[src/rtl/px16_unpack.sv]
module px16_unpack #(
  parameter int VARIANT = 0
) (
  input  logic        clk,
  input  logic        rst_n,
  input  logic        byte_swap,
  input  logic        pix_swap,
  input  logic        bgr,
  input  logic [1:0]  mux_code,
  input  logic        fmt565,
  input  logic        word_valid,
  output logic        word_ready,
  input  logic [31:0] word_data,
  output logic        pix_valid,
  input  logic        pix_ready,
  output logic [23:0] pix_rgb
);
  localparam int HALF = 16;

  logic [31:0]     held;
  logic [1:0]      left;
  logic [HALF-1:0] raw, px;
  logic [4:0]      lo5, hi5;
  logic [7:0]      g8;
  logic            hi_first, use_hi, is565, swap_rb;

  assign pix_valid  = (left != 2'd0);
  assign word_ready = (left == 2'd0) || (left == 2'd1 && pix_ready);

  assign hi_first = pix_swap & ~byte_swap;
  assign use_hi   = (left == 2'd2) ? hi_first : ~hi_first;
  assign raw      = use_hi ? held[31:16] : held[15:0];
  assign px       = byte_swap ? {raw[7:0], raw[15:8]} : raw;

  assign is565   = (VARIANT != 0) ? fmt565 : (mux_code != 2'd1);
  assign swap_rb = (VARIANT == 0 && mux_code == 2'd3) ? 1'b1 : bgr;

  assign lo5 = px[4:0];
  assign hi5 = is565 ? px[15:11] : px[14:10];
  assign g8  = is565 ? {px[10:5], 2'b00} : {px[9:5], 3'b000};

  assign pix_rgb = swap_rb ? {hi5, 3'b000, g8, lo5, 3'b000}
                           : {lo5, 3'b000, g8, hi5, 3'b000};

  always_ff @(posedge clk) begin
    if (!rst_n) begin
      held <= '0;
      left <= 2'd0;
    end else if (word_valid && word_ready) begin
      held <= word_data;
      left <= 2'd2;
    end else if (pix_valid && pix_ready) begin
      left <= left - 2'd1;
    end
  end

  a_r2_busy_after_accept: assert property (@(posedge clk) disable iff (!rst_n)
    (word_valid && word_ready) |=> (pix_valid && !word_ready));

  a_r1_empty_means_ready: assert property (@(posedge clk) disable iff (!rst_n)
    !pix_valid |-> word_ready);

  a_r2_second_pixel: assert property (@(posedge clk) disable iff (!rst_n)
    (left == 2'd2 && pix_ready) |=> (left == 2'd1));

  a_r13_hold_on_stall: assert property (@(posedge clk) disable iff (!rst_n)
    (pix_valid && !pix_ready) |=> (pix_valid && $stable(held) && $stable(left)));

  a_r12_zero_lsbs: assert property (@(posedge clk) disable iff (!rst_n)
    pix_valid |-> (pix_rgb[18:16] == 3'd0 && pix_rgb[2:0] == 3'd0 && pix_rgb[9:8] == 2'd0));
endmodule

[config.mk]
export PLATFORM = sky130hd
export DESIGN_NAME = px16_unpack
export DESIGN_NICKNAME = d
export VERILOG_FILES = /design/src/rtl/px16_unpack.sv
export SDC_FILE = /design/constraint.sdc
export NUM_CORES = 1
export LEC_CHECK = 0
export ABC_CLOCK_PERIOD_IN_PS = 2300
export BUFFER_PORTS_ARGS = -buffer_cell sky130_fd_sc_hd__buf_4
export CORE_ASPECT_RATIO = 0.75
export CORE_MARGIN = 5
export CORE_UTILIZATION = 40
export CTS_BUF_LIST = sky130_fd_sc_hd__clkbuf_4
export DETAILED_ROUTE_END_ITERATION = 10
export PLACE_DENSITY = 0.68
export SYNTH_ARGS = -nofsm -noshare
export SYNTH_HDL_FRONTEND = slang
export SYNTH_SLANG_ARGS = --single-unit
[constraint.sdc]
create_clock -name clk -period 2.3 [get_ports clk]
set_input_delay 0.46 -clock clk [delete_from_list [all_inputs] [get_ports clk]]
set_output_delay 0.46 -clock clk [all_outputs]
set_load 0.05 [all_outputs]
==> run metrics, run 1 <==
largest net degree at the start of global routing 35; nets 363; delay-heaviest family, CP multiplexers; CTS H-tree lvls 2; num rows 23; TritonCTS Buffers 5; Seq/Total Area, Yosys 30.67%; Top Metal Used met4; post-synthesis cell type count 32; Worst path max stage delay 0.38 ns; critical register-to-register path startpoint left[1]; dpl cell area 2907 µm²; Routed met2 length 2578 µm; PwrDens 627.8 nW/µm²; Worst Setup Start Kind register; sw frac 39.31%; post-route ant nets 0; placer congestion estimate 0.9168; Crit path top cell by count mux2_2; Avg WL per Cell 14.48 µm; Comb pwr share 47.4%; DP HPWL 4613 µm; PnR worst setup slack -0.5696 ns; yosys synthesis warning count 0; Post-CTS Setup Bufs 0; DRC Markers 0; commonest non-fill, non-tap cell in the layout nand2_1; Die X 96.02 µm; Pint 0.001160 W; fillers 504; crit path DAT 2.41 ns; Seq cells post-synth 34; ratio of final minimum period to clock period 124.8%; Crit Path Category reg2out; crit path max-delay cell type mux2_2; IO Pins 68; GRT Util Overall 17.09%; fraction of layout cells with a size suffix above 1 41.69%; worst skew pair latency 0.33 ns; Hold Crit Depth 3; Inserted Diodes 0; Worst R2R Setup Slack 0.54 ns; Die Footprint 7154 µm²; WP buf/inv 3; Worst Hold Path EP held[26]; number of global-route vias before repair 1921; register area 683.2 µm²; Cell Area, Synth 2220 µm²; mean post-synth cell area 8.914 µm²; crit-path max FO 22; Via-to-Cell Ratio 4.995; clk sinks 34; RSZ-0062 raised after global routing yes; fin. max-slew vios 0; die height 74.51 µm; Fmax 0.3485 GHz; Initial Util 41.47%; Routed WL 5707 µm; non-filler instance count after layout 394; failing checks negative setup slack; type of the worst min-delay path in2reg; Setup-failing EPs final 16; Clk pwr share 16.5%; fin crit period 2.870 ns; Post-Syn Instances 249; Area Overhead vs Synth 37.15%; dpl cells 386; met3 WL post-DR 398 µm; setup TNS -6.783 ns; # Max-Cap Violations 0; status finished with violations; drt pass-1 iters 6; core area 5353 µm²; cell area after layout 3044 µm²; CTS root buf clkbuf_4; Reg2Reg Capture Point held[10]; most frequent cells in the layout nand2_1, buf_4, a21boi_0, dfxtp_1, mux2i_1; Worst Reg2Reg Path Length in Cells 9; worst path required time 1.84 ns; CTS clock-pin slew for the worst setup and hold paths 0.11 ns; 1st-iter DRT viols 77; vias 1968; peak supply drop 0.2661 mV; global route total overflow 0; hold wc startpoint word_data[26]; CTS tree yes; sequential power share 36.0%; DRT met1 WL 2694 µm; P_sw 0.0007512 W; CTS max path bufs 2; first-pass GRT wire length 9280 µm; initial antenna violation count 0; area of the multi-input gates 1528 µm²; final hold violations 0; Setup Skew 0.007373 ns; crit path cell chain inv_2, ha_4, xnor2_4, buf_12, mux2_2, mux2_2, mux2_2, buf_4; IO Port Bufs 58; Lkg Pwr 1.305 nW; Critical Path End Type output port
-- power groups by stage --
stage               Sequential, W  Clock, W  Combinational [W]
global route             0.000695  0.000354           0.000972
finish                   0.000689  0.000316           0.000906
detailed placement       0.000699         0           0.000866
CTS                      0.000685  0.000328           0.000884
global placement         0.000697         0           0.000853
floorplan                0.000681         0           0.000618
-- logic make-up after synthesis --
group / Yosys count / share of synthesized area [%]
multiplexers: 46 / 27.79
AND/OR/NAND/NOR: 86 / 15.95
other: 1 / 0.1689
XOR/XNOR: 3 / 1.522
AO/OA/AOI/OAI: 47 / 15.22
buffers and inverters: 29 / 6.989
adder cells (fa/ha/maj): 3 / 1.691
flip-flops: 34 / 30.67
-- through the flow --
step           hold WS (ns)  utilization (%)  setup slack (ns)  power, W
5_1_grt              0.3506            56.87           -0.6347  0.002020
4_1_cts              0.3563            55.89           -0.5561  0.001898
6_report             0.3679            56.87           -0.5696  0.001911
3_5_place_dp         0.4568            54.30           -0.3651  0.001565
3_3_place_gp         0.4502            54.30           -0.3641  0.001550
2_1_floorplan        0.4400                -           -0.1430  0.001300
-- per-layer routing --
metal  global-route usage (%)  vias up
met2                    25.86       69
met4                    4.574        0
li1                         -      991
met1                    24.72      902
met3                    3.640        6
met5                        0        -
-- state kept, by name (all words and copies together), names as in the netlist --
signal and count:
held 32, left 2
-- tightest hold or removal path: stages --
cell and delay, ns:
buf_4 0.11, nand2_1 0.04, a21boi_0 0.06
-- synthesized netlist by cell type --
master    count  area [µm²]
nand2_1      73       274.0
dfxtp_1      34       680.7
a21boi_0     33       247.7
mux2i_1      20       200.2
clkbuf_1     14       52.55
mux4_2       11       247.7
mux2_2       10       112.6
buf_4         8       60.06
mux2_1        5       56.30
o21ai_0       4       20.02
ha_1          3       37.54
inv_1         3       11.26
nand3_1       3       15.01
nor2b_1       3       18.77
a21oi_1       2       10.01
a222oi_1      2       20.02
a22oi_1       2       15.01
and2_1        2       12.51
buf_6         2       22.52
nor2_1        2       7.510
o21ai_1       2       10.01
a21o_1        1       7.510
and3_1        1       6.260
buf_1         1       3.750
buf_2         1       5.000
conb_1        1       3.750
nand2b_1      1       6.260
nor2b_4       1       13.76
o211ai_1      1       7.510
xnor2_1       1       8.760
xnor2_2       1       16.27
xor2_1        1       8.760
-- final cells by class --
cell class	count	area share (%)
clock buffer	5	1.233
tap	75	3.083
sequential	34	22.44
inverter	3	0.3699
clock inverter	3	0.5343
timing repair buffer	81	22.15
multi-input combinational	193	50.19
-- worst max path at each step --
stage | startpoint | to | slack [ns] | cells after the start
5_1_grt | left[0] | pix_rgb[15] | -0.63 | 8
3_3_place_gp | byte_swap | pix_rgb[15] | -0.36 | 8
4_1_cts | left[0] | pix_rgb[15] | -0.56 | 8
2_1_floorplan | left[0] | pix_rgb[19] | -0.14 | 8
6_report | left[0] | pix_rgb[15] | -0.57 | 8
3_5_place_dp | pix_swap | pix_rgb[15] | -0.37 | 8
-- timing repair --
action,4_1_cts,5_1_grt
hold buffers,0,0
gates resized for setup,10,13
setup endpoints to repair,16,16
pin swaps,1,0
(Power assumes the default switching activity.)
==> run 2: changes to the inputs <==
--- a/config.mk
+++ b/config.mk
@@ -7,7 +7,7 @@
 export LEC_CHECK = 0
 export ABC_CLOCK_PERIOD_IN_PS = 2300
 export BUFFER_PORTS_ARGS = -buffer_cell sky130_fd_sc_hd__buf_4
-export CORE_ASPECT_RATIO = 0.75
+export CORE_ASPECT_RATIO = 1.2
 export CORE_MARGIN = 5
 export CORE_UTILIZATION = 40
 export CTS_BUF_LIST = sky130_fd_sc_hd__clkbuf_4
==> run metrics, run 2 (same netlist as run 1, synthesis figures left out) <==
Crit Path Category reg2out; worst skew pair latency 0.33 ns (about the same); largest net degree at the start of global routing 35 (unchanged); register area 681.9 µm² (-0.18%); die height 91.60 µm (+23%); IO Port Bufs 58 (unchanged); Critical Path End Type output port; Worst path max stage delay 0.51 ns (+0.13 ns); Via-to-Cell Ratio 5.195 (+4.0%); Avg WL per Cell 14.51 µm (+0.14%); nets 368 (+1.4%); TritonCTS Buffers 5 (unchanged); crit-path max FO 5 (-77%); placer congestion estimate 0.8136 (-11%); crit path max-delay cell type mux4_2; CTS H-tree lvls 2 (unchanged); Setup Skew 0.006275 ns (-0.001098 ns); IO Pins 68 (unchanged); sequential power share 35.2% (-0.8 points); commonest non-fill, non-tap cell in the layout nand2_1; # Max-Cap Violations 0 (unchanged); WP buf/inv 4 (+1); Initial Util 41.61% (+0.15 points); Area Overhead vs Synth 39.80%; number of global-route vias before repair 1902 (-0.99%); Die X 78 µm (-19%); CTS max path bufs 2 (unchanged); Inserted Diodes 0 (unchanged); Pint 0.001211 W (+4.4%); drt pass-1 iters 4 (-2); RSZ-0062 raised after global routing yes; PnR worst setup slack -0.5042 ns (+0.06542 ns); area of the multi-input gates 1531 µm² (+0.25%); num rows 29 (+26%); final hold violations 0 (unchanged); Final Util 58.18% (+1.3 points); DRC Markers 0 (unchanged); fin. max-slew vios 0 (unchanged); cts hold-fix bufs 0 (unchanged); initial antenna violation count 0 (unchanged); vias 1995 (+1.4%); 1st-iter DRT viols 78 (+1.3%); crit path DAT 2.34 ns (-0.07 ns); sw frac 37.90% (-1.4 points); Clk pwr share 14.5% (-2.0 points); ratio of final minimum period to clock period 121.9% (-2.8 points); Die Footprint 7145 µm² (-0.13%); fin crit period 2.804 ns (-0.06542 ns); Routed WL 5570 µm (-2.4%); CTS root buf clkbuf_4; first-pass GRT wire length 8859 µm (-4.5%); Fmax 0.3566 GHz (+2.3%); status finished with violations; core area 5334 µm² (-0.35%); top flop regs held (32), left (2); most frequent cells in the layout nand2_1, buf_4, a21boi_0, dfxtp_1; PwrDens 628.2 nW/µm² (about the same); type of the worst min-delay path in2reg; Worst Setup Start Kind register; peak supply drop 0.4757 mV (+79%); crit path cell chain inv_2, ha_4, xnor2_4, buf_6, buf_16, mux4_2, a22oi_2, nand3_4, buf_8; Comb pwr share 50.3% (+2.9 points); failing checks negative setup slack; fillers 489 (-3.0%); clk sinks 34 (unchanged); Lkg Pwr 1.354 nW (+3.7%); P_sw 0.0007387 W (-1.7%); global route total overflow 0 (unchanged); CTS tree yes; DP HPWL 4167 µm (-9.7%); post-route ant nets 0 (unchanged); Setup-failing EPs final 16 (unchanged); CTS clock-pin slew for the worst setup and hold paths 0.10 ns (about the same); fraction of layout cells with a size suffix above 1 41.30% (-0.39 points); Biggest register held; delay-heaviest family, CP multiplexers; worst path required time 1.84 ns (about the same); max reg flops 32 (unchanged); Final Hold Slack 0.3787 ns (+0.01086 ns); GRT Util Overall 15.30% (-1.8 points)
==> run 2: cell count changes in the layout (fill, tap and decap cells not counted), sizes merged <==
| cell | before | now |
|---|---|---|
| buf | 81 | 85 |
| clkbuf | 5 | 6 |
| clkinv | 2 | 1 |
| clkinvlp | 1 | 0 |
==> run 2: per-layer routing <==
metal,share of wire (%),GRT usage [%]
met4,2.3,6.197
met1,42,19.78
met3,4.9,3.069
met2,51,24.79
met5,0,0
==> run 2: timing repair <==
item | in CTS | in global routing
cloned | 1 | 1
endpoints found under the setup margin | 16 | 16
buffers inserted | 1 | 6
pin swaps | 2 | 5
resized for setup | 21 | 9
==> run 2: final timing paths <==
path	slack (ns)	end	cells after the start	startpoint
worst max-delay path	-0.50	pix_rgb[22]	9	left[0]
worst min-delay path	0.38	held[22]	3	word_data[22]
worst max register to register	0.65	held[15]	9	left[1]
worst min register to register	0.47	held[9]	2	held[9]
==> run 2: power groups by stage <==
stage	Clock (W)	Combinational, W	Sequential, W
global placement	0	0.000826	0.000695
CTS	0.000298	0.000912	0.000686
detailed placement	0	0.000836	0.000697
floorplan	0	0.000618	0.000681
finish	0.000283	0.000980	0.000686
global route	0.000316	0.00105	0.000694
==> run 2: stage by stage <==
step / total power, W / std cells / TNS [ns] / area, µm² / worst slack (ns)
3_5_place_dp: 0.001533 / 369 / -4.312 / 2848 / -0.3888
6_report: 0.001949 / 384 / -7.178 / 3103 / -0.5042
3_3_place_gp: 0.001521 / 369 / -4.056 / 2848 / -0.3578
4_1_cts: 0.001895 / 377 / -7.192 / 2995 / -0.5258
5_1_grt: 0.002055 / 384 / -8.929 / 3103 / -0.6155
2_1_floorplan: 0.001300 / 256 / -1.273 / 2330 / -0.1430
==> run 2: final cells by class <==
type	instances	share of cell area [%]
Multi-Input combinational cell	193	49.35
Timing Repair Buffer	86	24.48
Sequential cell	34	21.98
Tap cell	62	2.500
Clock buffer	5	1.210
Inverter	3	0.3629
Clock inverter	1	0.1210
==> run 2: worst register-to-register path: stages, from the launching register on <==
cell	delay [ns]
dfxtp_1	0.35
buf_4	0.14
inv_1	0.07
ha_1	0.17
inv_1	0.06
nand2_1	0.09
and2_1	0.13
buf_4	0.29
nand2_1	0.14
a21boi_0	0.15
